**config.mk**
```make
export PLATFORM = sky130hd
export DESIGN_NAME = cla16_adder
export DESIGN_NICKNAME = d
export VERILOG_FILES = /design/src/rtl/cla_slice4.sv /design/src/rtl/lookahead_carry_unit.sv /design/src/rtl/cla16_adder.sv
export SDC_FILE = /design/constraint.sdc
export NUM_CORES = 1
export LEC_CHECK = 0
export BUFFER_PORTS_ARGS = -buffer_cell sky130_fd_sc_hd__buf_2
export CELL_PAD_IN_SITES_DETAIL_PLACEMENT = 1
export CELL_PAD_IN_SITES_GLOBAL_PLACEMENT = 1
export CORE_MARGIN = 5
export CORE_UTILIZATION = 34
export DETAILED_ROUTE_END_ITERATION = 8
export PLACE_DENSITY_LB_ADDON = 0.1
export RECOVER_POWER = 50
export REMOVE_ABC_BUFFERS = 1
export SLEW_MARGIN = 10
export SYNTH_ARGS = -nofsm -noshare
export SYNTH_HDL_FRONTEND = slang
export SYNTH_HIERARCHICAL = 1
export SYNTH_SLANG_ARGS = --single-unit
```
**constraint.sdc**
```tcl
create_clock -name vclk -period 3.7
set_input_delay 0.74 -clock vclk [all_inputs]
set_output_delay 0.74 -clock vclk [all_outputs]
set_load 0.005 [all_outputs]
```
**src/rtl/cla_slice4.sv**
```systemverilog
module cla_slice4 (
  input  logic [3:0] x,
  input  logic [3:0] y,
  input  logic       c0,
  output logic [3:0] s,
  output logic       gen_n,
  output logic       prop_n
);
  logic [3:0] g, p, hs;
  logic [4:0] c;

  assign g  = x & y;
  assign p  = x | y;
  assign hs = p & ~g;

  assign c[0] = c0;
  assign c[1] = g[0] | (p[0] & c0);
  assign c[2] = g[1] | (p[1] & g[0]) | (p[1] & p[0] & c0);
  assign c[3] = g[2] | (p[2] & g[1]) | (p[2] & p[1] & g[0]) | (p[2] & p[1] & p[0] & c0);
  assign c[4] = 1'b0;

  assign s = hs ^ c[3:0];

  assign gen_n  = ~(g[3] | (p[3] & g[2]) | (p[3] & p[2] & g[1]) | (p[3] & p[2] & p[1] & g[0]));
  assign prop_n = ~(&p);

  always_comb begin

    slice_sum_chk: assert ({(~gen_n | (~prop_n & c0)), s} == ({1'b0, x} + {1'b0, y} + {4'd0, c0}))
      else $error("slice sum mismatch");
  end
endmodule

```
**src/rtl/lookahead_carry_unit.sv**
```systemverilog
module lookahead_carry_unit (
  input  logic [3:0] gen_n,
  input  logic [3:0] prop_n,
  input  logic       c0,
  output logic       c1,
  output logic       c2,
  output logic       c3,
  output logic       sgen_n,
  output logic       sprop_n
);
  logic [3:0] gg, pp;

  assign gg = ~gen_n;
  assign pp = ~prop_n;

  assign c1 = (gg[0] | pp[0]) & (gg[0] | c0);
  assign c2 = (gg[1] | pp[1]) & (gg[1] | gg[0] | pp[0]) & (gg[1] | gg[0] | c0);
  assign c3 = (gg[2] | pp[2]) & (gg[2] | gg[1] | pp[1]) & (gg[2] | gg[1] | gg[0] | pp[0])
            & (gg[2] | gg[1] | gg[0] | c0);

  assign sgen_n  = ~((gg[3] | pp[3]) & (gg[3] | gg[2] | pp[2]) & (gg[3] | gg[2] | gg[1] | pp[1])
                   & (gg[3] | gg[2] | gg[1] | gg[0]));
  assign sprop_n = ~(pp[0] & pp[1] & pp[2] & pp[3]);

  always_comb begin

    c1_sop_chk: assert (c1 == (gg[0] | (pp[0] & c0))) else $error("c1 mismatch");

    c2_sop_chk: assert (c2 == (gg[1] | (pp[1] & c1))) else $error("c2 mismatch");

    c3_sop_chk: assert (c3 == (gg[2] | (pp[2] & c2))) else $error("c3 mismatch");

    sgen_sop_chk: assert (sgen_n == ~(gg[3] | (pp[3] & (gg[2] | (pp[2] & (gg[1] | (pp[1] & gg[0])))))))
      else $error("supergroup generate mismatch");
  end
endmodule

```
**src/rtl/cla16_adder.sv**
```systemverilog
module cla16_adder #(
  parameter int GROUPS = 4
) (
  input  logic [15:0] a,
  input  logic [15:0] b,
  input  logic        cin,
  output logic [15:0] sum,
  output logic        cout,
  output logic        grp_gen_n,
  output logic        grp_prop_n
);
  localparam int NIB = 4;
  logic [GROUPS-1:0] gn, pn, cg;

  assign cg[0] = cin;

  for (genvar k = 0; k < GROUPS; k++) begin : g_slice
    cla_slice4 u_slice (
      .x      (a[NIB*k +: NIB]),
      .y      (b[NIB*k +: NIB]),
      .c0     (cg[k]),
      .s      (sum[NIB*k +: NIB]),
      .gen_n  (gn[k]),
      .prop_n (pn[k])
    );
  end

  lookahead_carry_unit u_lcu (
    .gen_n   (gn),
    .prop_n  (pn),
    .c0      (cin),
    .c1      (cg[1]),
    .c2      (cg[2]),
    .c3      (cg[3]),
    .sgen_n  (grp_gen_n),
    .sprop_n (grp_prop_n)
  );

  assign cout = ~grp_gen_n | (~grp_prop_n & cin);

  always_comb begin

    sum_add_chk: assert (sum == 16'(a + b + 16'(cin))) else $error("sum mismatch");

    cout_add_chk: assert (cout == ((17'(a) + 17'(b) + 17'(cin)) >> 16)) else $error("carry out mismatch");
  end
endmodule

```
Word level (Yosys, flattened, before mapping)
Index checks and enable logic that the tools add are counted.
{"block": "totals", "register_bits": 0, "inputBits": 33, "out_inout_bits": 19, "wordCells": 160}
{"block": "classes", "bitwise_logic": 156, "reduce_logical": 4}
{"operator": "bitwise AND 1 bit", "count": 69}
{"operator": "OR 1 bit", "count": 55}
{"operator": "bitwise AND 4 bit", "count": 8}
{"operator": "NOT 4 bit", "count": 6}
{"operator": "OR 4 bit", "count": 4}
{"operator": "AND reduction 4 bit", "count": 4}
{"operator": "bitwise XOR 4 bit", "count": 4}
{"operator": "NOT 1 bit", "count": 10}

Longest topological paths before layout
Gate-level depths: netlist (run 1).
{"block": "depth", "word_depth": 15, "mapped_depth": 11, "mapped_depth_nobuf": 11}

Hierarchy
The synthesis (run 1) kept the hierarchy.
{"mod": "cla_slice4", "n_inst": 4, "cells_per_inst": 33, "area_each_um2": 254.0, "seq_area_each_um2": 0.0}
{"mod": "lookahead_carry_unit", "n_inst": 1, "cells_per_inst": 12, "area_each_um2": 66.3, "seq_area_each_um2": 0.0}
{"mod": "cla16_adder", "n_inst": 1, "cells_per_inst": 2, "area_each_um2": 12.5, "seq_area_each_um2": 0.0}

Worst setup path after synthesis (run 1)
No wires, ideal clock.
{"block": "synth_timing", "kind": "in2out", "from": "in b[1]", "to": "out sum[9]", "arrival_time_ps": 2542, "t_required_ps": 2960, "slack_ps": 418, "path_stages": 11, "path_buffers": 0, "path_cell_list": "inv_1 ha_1 nand2b_1 a21oi_2 nor2_1 o21ba_2 o21a_1 o21ai_0 inv_1 fa_1 xnor2_1"}
{"block": "synth_between", "elab_chain_cells": 13, "elab_cells_between_ends": 20, "cone_classes": "bitwise (19); reduce/logical (1)"}
{"item": "start: declaration", "line_no": "cla16_adder.sv:5", "source": "input logic [15:0] b,"}
{"item": "bitwise AND 4 bit or OR 4 bit (tied branches)", "line_no": "cla_slice4.sv:12, cla_slice4.sv:13"}
{"item": "bitwise AND 1 bit", "line_no": "cla_slice4.sv:24", "source": "assign gen_n = ~(g[3] | (p[3] & g[2]) | (p[3] & p[2] & g[1]) | (p[3] & p[2] & p[1] & g[0]));"}
{"item": "OR 1 bit or bitwise AND 1 bit (tied branches)", "line_no": "cla_slice4.sv:24"}
{"item": "OR 1 bit (*)", "line_no": "cla_slice4.sv:24"}
{"item": "NOT 1 bit (*)", "line_no": "cla_slice4.sv:24"}
{"item": "via gn[0]", "line_no": "cla16_adder.sv:13", "source": "logic [GROUPS-1:0] gn, pn, cg;"}
{"item": "NOT 4 bit (*)", "line_no": "lookahead_carry_unit.sv:13", "source": "assign gg = ~gen_n;"}
{"item": "OR 1 bit (*)", "line_no": "lookahead_carry_unit.sv:17", "source": "assign c2 = (gg[1] | pp[1]) & (gg[1] | gg[0] | pp[0]) & (gg[1] | gg[0] | c0);"}
{"item": "OR 1 bit", "line_no": "lookahead_carry_unit.sv:17"}
{"item": "bitwise AND 1 bit", "line_no": "lookahead_carry_unit.sv:17"}
{"item": "bitwise AND 1 bit (*)", "line_no": "lookahead_carry_unit.sv:17"}
{"item": "via cg[2]", "line_no": "cla16_adder.sv:13"}
{"item": "bitwise AND 1 bit (*)", "line_no": "cla_slice4.sv:17", "source": "assign c[1] = g[0] | (p[0] & c0);"}
{"item": "OR 1 bit (*)", "line_no": "cla_slice4.sv:17"}
{"item": "bitwise XOR 4 bit (*)", "line_no": "cla_slice4.sv:22", "source": "assign s = hs ^ c[3:0];"}
{"item": "end: declaration", "line_no": "cla16_adder.sv:7", "source": "output logic [15:0] sum,"}
Mark *: on every way through the listed nets, which the timed path passes. The rest lies on a longest branch.

Final worst setup path (run 1)
Ends and elaborated chain as after synthesis.

==> impl_metrics.yaml, run 1 <==
die:
  die_w_um: 66.7
  ios: 52
  fp.dieH_um: 66.7
  dieArea_mm2: 0.00445
  start_util: 0.356
  row_count: 20
  core-area_mm2: 0.00308
worst_setup_path:
  crit_arrival_ns: 2.76
  cp_max_fo: 3
  worstSetupStartpointType: "input pin"
  worstPathRequired_ns: 2.96
  crit_type: "in -> out"
  cp-end-kind: "primary output"
pwr:
  p_seq_frac: 0
  p_sw_mw: 0.0984
  internal-power_mw: 0.0996
  p_clk_frac: 0
  vdd_drop_max_uv: 56.0
  p_sw_frac: 0.497
  combPwrFrac: 1.000
  leakage_nw: 0.848
  p_per_area_mw_per_mm2: 140
routing:
  wl_um: 2480
  post_drt_wl_per_cell_um: 10.2
  dr.pass1.iters: 3
  final_antenna_net_count: 0
  drt_iter0_drc: 21
  via_per_inst: 4.29
  drc: 0
  dr_total_vias: 1047
timing:
  maxSlewViolCount: 0
  rsz0062_at_grt: "no"
  hold_viol: 0
  tns_ns: 0
  worst_slew_pin_slew_ns: 0.384
  setup_viol: 0
  relSlewSlack: 0.742
  worst_slack_ns: 0.200
  post-route-period-util: 0.946
  fin_crit_ns: 3.50
  fmax_ghz: 0.286
  holdWs_ns: 1.88
global_routing:
  grt_max_degree: 6
  grt_pass1_vias: 1091
  gr-usage-all-layers: 0.113
  antenna_found_initial: 0
  grt-ovfl-total: 0
  grt_pass1_wl_um: 4210
place:
  dp_cells: 244
  place_congestion: 0.729
  dpl_worst_slack_ns: 0.162
  hpwl_um: 2420
  port_buffers: 52
final_layout:
  antenna_cells: 0
  final_util: 0.459
  clkbuf_count: 0
  drive_above_1_share: 0.305
  stdcell_count: 244
  syn_to_final_growth_pct: 29.1
  seq_cell_count: 0
  ff_latch_area_um2: 0
  nets: 271
synth:
  synthCells: 146
  syn-cell-area_mm2: 0.00109
  ys_warn_count: 6
  synth_top_cell_area_share: 0.366
  synth_top_area_cell: "ha_1"
  avgSynthCellArea_um2: 7.50
  ys_seq_area_frac: 0
  synth_commonest_cells: "inv_1 (51), ha_1 (32), nand2b_1 (8), xnor2_1 (8), o21ai_0 (7)"
  synthDistinctLibCells: 17
  synth.top_cells.by_area: "ha_1 (37%), inv_1 (17%), fa_1 (7.3%), xnor2_1 (6.4%), a211oi_2 (4.6%)"
  yosysMostFrequentCell: "inv_1"
hold_path:
  min_path_cells: 4
  hp-class: "in -> out"
  hold_end: "cout"
  worstHoldStart: "cin"
flow_run:
  cap_violations: 0
run_status:
  status: "complete, no violations"
-- logic make-up (layout without fill, tap and decap cells) --
family                   after synthesis  count (layout)  synth area share
AO/OA/AOI/OAI                         28              28             0.202
XOR/XNOR                              12              12            0.0960
adder cells (fa/ha/maj)               36              36             0.439
buffers and inverters                 51             105             0.175
AND/OR/NAND/NOR                       19              19            0.0880
-- worst max-delay path by stage --
stage               endpoint  slack [ns]  cells after the start  start
global route          sum[9]        0.02                     13   b[1]
detailed placement    sum[9]        0.16                     13   b[1]
CTS                   sum[9]        0.16                     13   b[1]
global placement     sum[13]        0.25                     13   b[1]
finish                sum[9]        0.20                     13   b[1]
floorplan             sum[9]        0.42                     11   b[1]
-- metrics by stage --
stage | instance area (µm²) | power (mW)
2_1_floorplan | 1090 | 0.119
3_3_place_gp | 1430 | 0.198
3_5_place_dp | 1430 | 0.207
4_1_cts | 1430 | 0.208
5_1_grt | 1410 | 0.226
6_report | 1410 | 0.198
-- power groups by stage --
stage | Sequential [mW] | Combinational (mW) | Clock, mW
finish | 0 | 0.198 | 0
global route | 0 | 0.226 | 0
CTS | 0 | 0.208 | 0
detailed placement | 0 | 0.207 | 0
global placement | 0 | 0.198 | 0
floorplan | 0 | 0.119 | 0
-- per-layer routing --
metal  global-route usage  part of all wire  vias to the layer above
li1                     -                 -                      546
met1                0.130              0.39                      475
met2                0.236              0.55                       26
met3              0.00506             0.068                        0
met4                    0                 0                        0
met5                    0                 0                        -
-- cell type report --
class                           count  area (µm²)
Fill cell                         431        1660
Multi-Input combinational cell     95         900
Tap cell                           44        55.1
Timing Repair Buffer               54         268
Inverter                           51         191
-- placed cells by master, fill, tap and decap left out --
master,n
xnor2_1,8
nor3_1,3
o21a_1,2
buf_4,2
xor2_1,4
buf_2,46
clkbuf_1,6
a211oi_2,3
a21oi_2,4
fa_1,4
a21oi_1,5
o21ba_2,4
nor2_1,6
nand2_1,1
inv_1,51
a211oi_1,1
nor3_2,1
o31ai_2,1
ha_1,32
nand2b_1,8
o21ai_0,8
-- timing repair --
action | 4_1_cts | 5_1_grt
buffers inserted | 0 | 0
gates resized for setup | 0 | 1
hold buffers | 0 | 0
setup endpoints to repair | 0 | 2
-- worst max-delay path, cell delays in order --
cell and delay [ns]:
buf_2 0.09, inv_1 0.04, ha_1 0.22, nand2b_1 0.16
a21oi_2 0.15, nor2_1 0.06, o21ba_2 0.20, o21a_1 0.14
o21ai_0 0.23, inv_1 0.08, fa_1 0.38, xnor2_1 0.14
buf_2 0.13
Power figures use the tool's default switching activity.
==> inputs of run 2 (changes only) <==
==> constraint.sdc (replaced) <==
create_clock -name vclk -period 3.7
set_input_delay 0.74 -clock vclk [all_inputs]
set_output_delay 0.74 -clock vclk [all_outputs]
set_load 0.01 [all_outputs]
==> run 2 against run 1 <==
Sequential share of layout area is the same. Power grew 10%. Largest cell class unchanged. Worst hold slack gained 0.0068 ns. Die area is the same.
==> impl_metrics.yaml, run 2 (same netlist as run 1, synthesis figures left out) <==
run_status:
  status: "complete, no violations"
pwr:
  leakage_nw: 0.845
  p_per_area_mw_per_mm2: 155
  vdd_drop_max_uv: 54.3
  totalPowerFinal_mw: 0.219
die:
  start_util: 0.356
  core-area_mm2: 0.00308
  die_w_um: 66.7
  fp.dieH_um: 66.7
  dieArea_mm2: 0.00445
  row_count: 20
  ios: 52
final_layout:
  drive_above_1_share: 0.300
  seq_cell_count: 0
  ff_latch_area_um2: 0
  final_cell_mix: "inv_1 (51), buf_2 (45), ha_1 (32), xnor2_1 (8), nand2b_1 (8)"
  final_common_cell: "inv_1"
  nets: 271
  syn_to_final_growth_pct: 28.9
  final_util: 0.459
  clkbuf_count: 0
  antenna_cells: 0
timing:
  worst_slew_pin_slew_ns: 0.338
  fmax_ghz: 0.284
  relSlewSlack: 0.773
  hold_viol: 0
  fin_crit_ns: 3.52
  tns_ns: 0
  rsz0062_at_grt: "no"
  post-route-period-util: 0.952
  setup_viol: 0
  maxSlewViolCount: 0
global_routing:
  gr-usage-all-layers: 0.119
  grtUsageMet2: 0.275
  grt_pass1_vias: 1138
  grt_busiest_layer: "met2"
  grt_pass1_wl_um: 4340
  grt-ovfl-total: 0
  met1_usage: 0.117
  antenna_found_initial: 0
  grt_max_degree: 6
  grt_use_met3: 0.00337
worst_setup_path:
  cp-end-kind: "primary output"
  crit_arrival_ns: 2.78
  worstPathRequired_ns: 2.96
  crit_type: "in -> out"
  cp_max_fo: 3
  worstSetupStartpointType: "input pin"
place:
  port_buffers: 52
  place_congestion: 0.727
  hpwl_um: 2600
routing:
  drc: 0
  final_antenna_net_count: 0
  drt_iter0_drc: 28
  post_drt_wl_per_cell_um: 11.0
  wl_um: 2670
  via_per_inst: 4.39
  dr_total_vias: 1071
  dr.pass1.iters: 2
hold_path:
  worstHoldStart: "cin"
  hold_end: "cout"
  hp-class: "in -> out"
  min_path_cells: 4
flow_run:
  cap_violations: 0
clocking:
  cts_setup_buffers: 0
==> run 2: final cells by class <==
cell class | count | area, µm²
tap | 44 | 55.1
fill | 426 | 1670
timing repair buffer | 54 | 267
inverter | 51 | 191
multi-input combinational | 95 | 898
==> run 2: repair_timing <==
item,in CTS,in global routing
endpoints found under the setup margin,0,3
hold buffers,0,0
resized for setup,0,1
==> run 2: worst max-delay path by stage <==
stage                    to  slack, ns  depth (start not counted)  from
floorplan            sum[9]       0.34                         11  b[1]
global placement     sum[9]       0.22                         13  b[1]
detailed placement   sum[8]       0.11                         13  b[1]
CTS                  sum[8]       0.11                         13  b[1]
global route        sum[13]       0.03                         13  b[1]
finish              sum[13]       0.18                         13  b[1]
==> run 2: through the flow <==
stage               setup WS, ns  hold slack, ns  area, µm²  std cells
finish                     0.179            1.89       1410        244
global route              0.0334            1.91       1410        244
CTS                        0.110            1.88       1430        244
detailed placement         0.112            1.87       1430        244
global placement           0.221            1.87       1430        244
floorplan                  0.343            1.59       1090        146
==> run 2: report_power, final <==
group          internal (mW)  switching (mW)  total [mW]
Combinational          0.101           0.118       0.219
Sequential                 0               0           0
Clock                      0               0           0
Total                  0.101           0.118       0.219
==> run 2: worst max-delay path, cell delays in order <==
cell and delay (ns):
buf_2 0.09, inv_1 0.04, ha_1 0.21, nand2b_1 0.16, a21oi_2 0.16, nor2_1 0.06, o21ba_2 0.20, o21a_1 0.14
o31ai_2 0.22, inv_1 0.08, fa_1 0.38, xnor2_1 0.14, buf_2 0.15
==> run 2: layer usage <==
layer / vias to the layer above / share of wire / routed length (µm)
li1: 546 / - / -
met1: 499 / 0.38 / 1020
met2: 26 / 0.57 / 1530
met3: 0 / 0.049 / 130
met4: 0 / 0 / 0
met5: - / 0 / 0
==> inputs of run 3 (changes only) <==
--- a/config.mk
+++ b/config.mk
@@ -6,10 +6,10 @@
 export NUM_CORES = 1
 export LEC_CHECK = 0
 export BUFFER_PORTS_ARGS = -buffer_cell sky130_fd_sc_hd__buf_2
-export CELL_PAD_IN_SITES_DETAIL_PLACEMENT = 1
-export CELL_PAD_IN_SITES_GLOBAL_PLACEMENT = 1
+export CELL_PAD_IN_SITES_DETAIL_PLACEMENT = 2
+export CELL_PAD_IN_SITES_GLOBAL_PLACEMENT = 2
 export CORE_MARGIN = 5
-export CORE_UTILIZATION = 34
+export CORE_UTILIZATION = 26
 export DETAILED_ROUTE_END_ITERATION = 8
 export PLACE_DENSITY_LB_ADDON = 0.1
 export RECOVER_POWER = 50
==> run 3 against run 2 <==
Cell count is 2.5% higher. Core utilization is 10 points lower. Worst setup slack better by 0.024 ns. Worst hold slack got worse by 0.029 ns. Die area increased by 26%. Critical path depth did not move. Fmax is 0.69% higher. Design area is 0.98% higher. Global-route usage down 1.1 points. Sequential share of layout area unchanged. First-iteration DRC count down 46%.
==> impl_metrics.yaml, run 3 (same netlist as run 1, synthesis figures left out) <==
final_layout:
  antenna_cells: 0
  ff_latch_area_um2: 0
  nets: 271
  drive_above_1_share: 0.300
  final_area_mm2: 0.00143
  clkbuf_count: 0
  final_cell_mix: "inv_1 (51), buf_2 (45), ha_1 (32), xnor2_1 (8), nand2b_1 (8)"
  syn_to_final_growth_pct: 30.2
  final_common_cell: "inv_1"
  seq_cell_count: 0
global_routing:
  grt-ovfl-total: 0
  grtUsageMet2: 0.232
  grt_pass1_vias: 1249
  grt_busiest_layer: "met2"
  grt_max_degree: 6
  antenna_found_initial: 0
  gr-usage-all-layers: 0.108
  grt_use_met3: 0.00534
  met1_usage: 0.121
  grt_pass1_wl_um: 5020
timing:
  relSlewSlack: 0.790
  maxSlewViolCount: 0
  tns_ns: 0
  hold_viol: 0
  holdWs_ns: 1.86
  fmax_ghz: 0.286
  rsz0062_at_grt: "no"
  fin_crit_ns: 3.50
  post-route-period-util: 0.945
  worst_slew_pin_slew_ns: 0.313
  setup_viol: 0
die:
  fp.dieH_um: 74.9
  start_util: 0.272
  ios: 52
  core-area_mm2: 0.00403
  die_w_um: 74.9
  dieArea_mm2: 0.00561
  row_count: 23
routing:
  drc: 0
  wl_um: 2870
  dr.pass1.iters: 2
  final_antenna_net_count: 0
  drt_iter0_drc: 15
  post_drt_wl_per_cell_um: 11.5
  dr_total_vias: 1072
  via_per_inst: 4.29
pwr:
  combPwrFrac: 1.000
  p_sw_mw: 0.118
  internal-power_mw: 0.0999
  p_sw_frac: 0.541
  p_seq_frac: 0
  leakage_nw: 0.843
  p_per_area_mw_per_mm2: 153
  vdd_drop_max_uv: 51.0
  p_clk_frac: 0
worst_setup_path:
  worstPathRequired_ns: 2.96
  cp_max_fo: 3
  crit_arrival_ns: 2.76
  cp-end-kind: "primary output"
  cp-startpoint: "b[1]"
  crit_type: "in -> out"
  crit_path_end: "sum[13]"
  worstSetupStartpointType: "input pin"
place:
  placed_area_mm2: 0.00143
  place_congestion: 0.680
  hpwl_um: 2810
  port_buffers: 52
run_status:
  status: "complete, no violations"
flow_run:
  cap_violations: 0
clocking:
  postCtsHoldBufs: 0
hold_path:
  min_path_cells: 4
  hp-class: "in -> out"
run 3: cell count changes in the layout (fill, tap and decap cells not counted):
| cell | delta |
|---|---|
| buf_1 | +1 |
| buf_4 | -1 |
| o21a_1 | -1 |
| o21a_2 | +1 |
| o31ai_2 | -1 |
| o31ai_4 | +1 |
run 3: worst min-delay path by stage:
| stage | startpoint | to |
|---|---|---|
| floorplan | cin | cout |
| global placement | cin | cout |
| detailed placement | cin | cout |
| CTS | cin | cout |
| global route | cin | cout |
| finish | cin | cout |
run 3: layer usage:
layer	vias up	part of all wire
met3	0	0.063
met2	26	0.56
met4	0	0
met1	499	0.38
li1	547	-
met5	-	0
run 3: power groups by stage:
stage	registers, mW	logic, mW	clock network [mW]
after floorplan	0	0.135	0
after global placement	0	0.219	0
after CTS	0	0.228	0
final	0	0.218	0
after detailed placement	0	0.226	0
after global routing	0	0.250	0
run 3: worst max-delay path: stages:
cell and delay (ns):
buf_2 0.09, inv_1 0.04, ha_1 0.22, nand2b_1 0.16, a21oi_2 0.17, nor2_1 0.06, o21ba_2 0.20, o21a_2 0.15
o31ai_4 0.19, inv_1 0.08, fa_1 0.38, xnor2_1 0.14, buf_2 0.15
run 3: layout make-up:
type | instances | area [µm²]
fill | 515 | 2600
multi-input combinational | 95 | 908
timing repair buffer | 54 | 263
inverter | 51 | 191
tap | 50 | 62.6
run 3: through the flow:
step                       util  instances  power [mW]  worst slack, ns
final                     0.354        250       0.218            0.203
after global routing      0.354        250       0.250           0.0203
after CTS                 0.356        250       0.228            0.117
after detailed placement  0.356        250       0.226            0.123
after global placement    0.356        250       0.219            0.206
after floorplan               -        146       0.135            0.343
run 3: repair_timing:
action | CTS | global route
endpoints found under the hold margin | 0 | 0
gates resized for setup | 0 | 3
setup endpoints to repair | 0 | 4
buffers inserted | 0 | 0
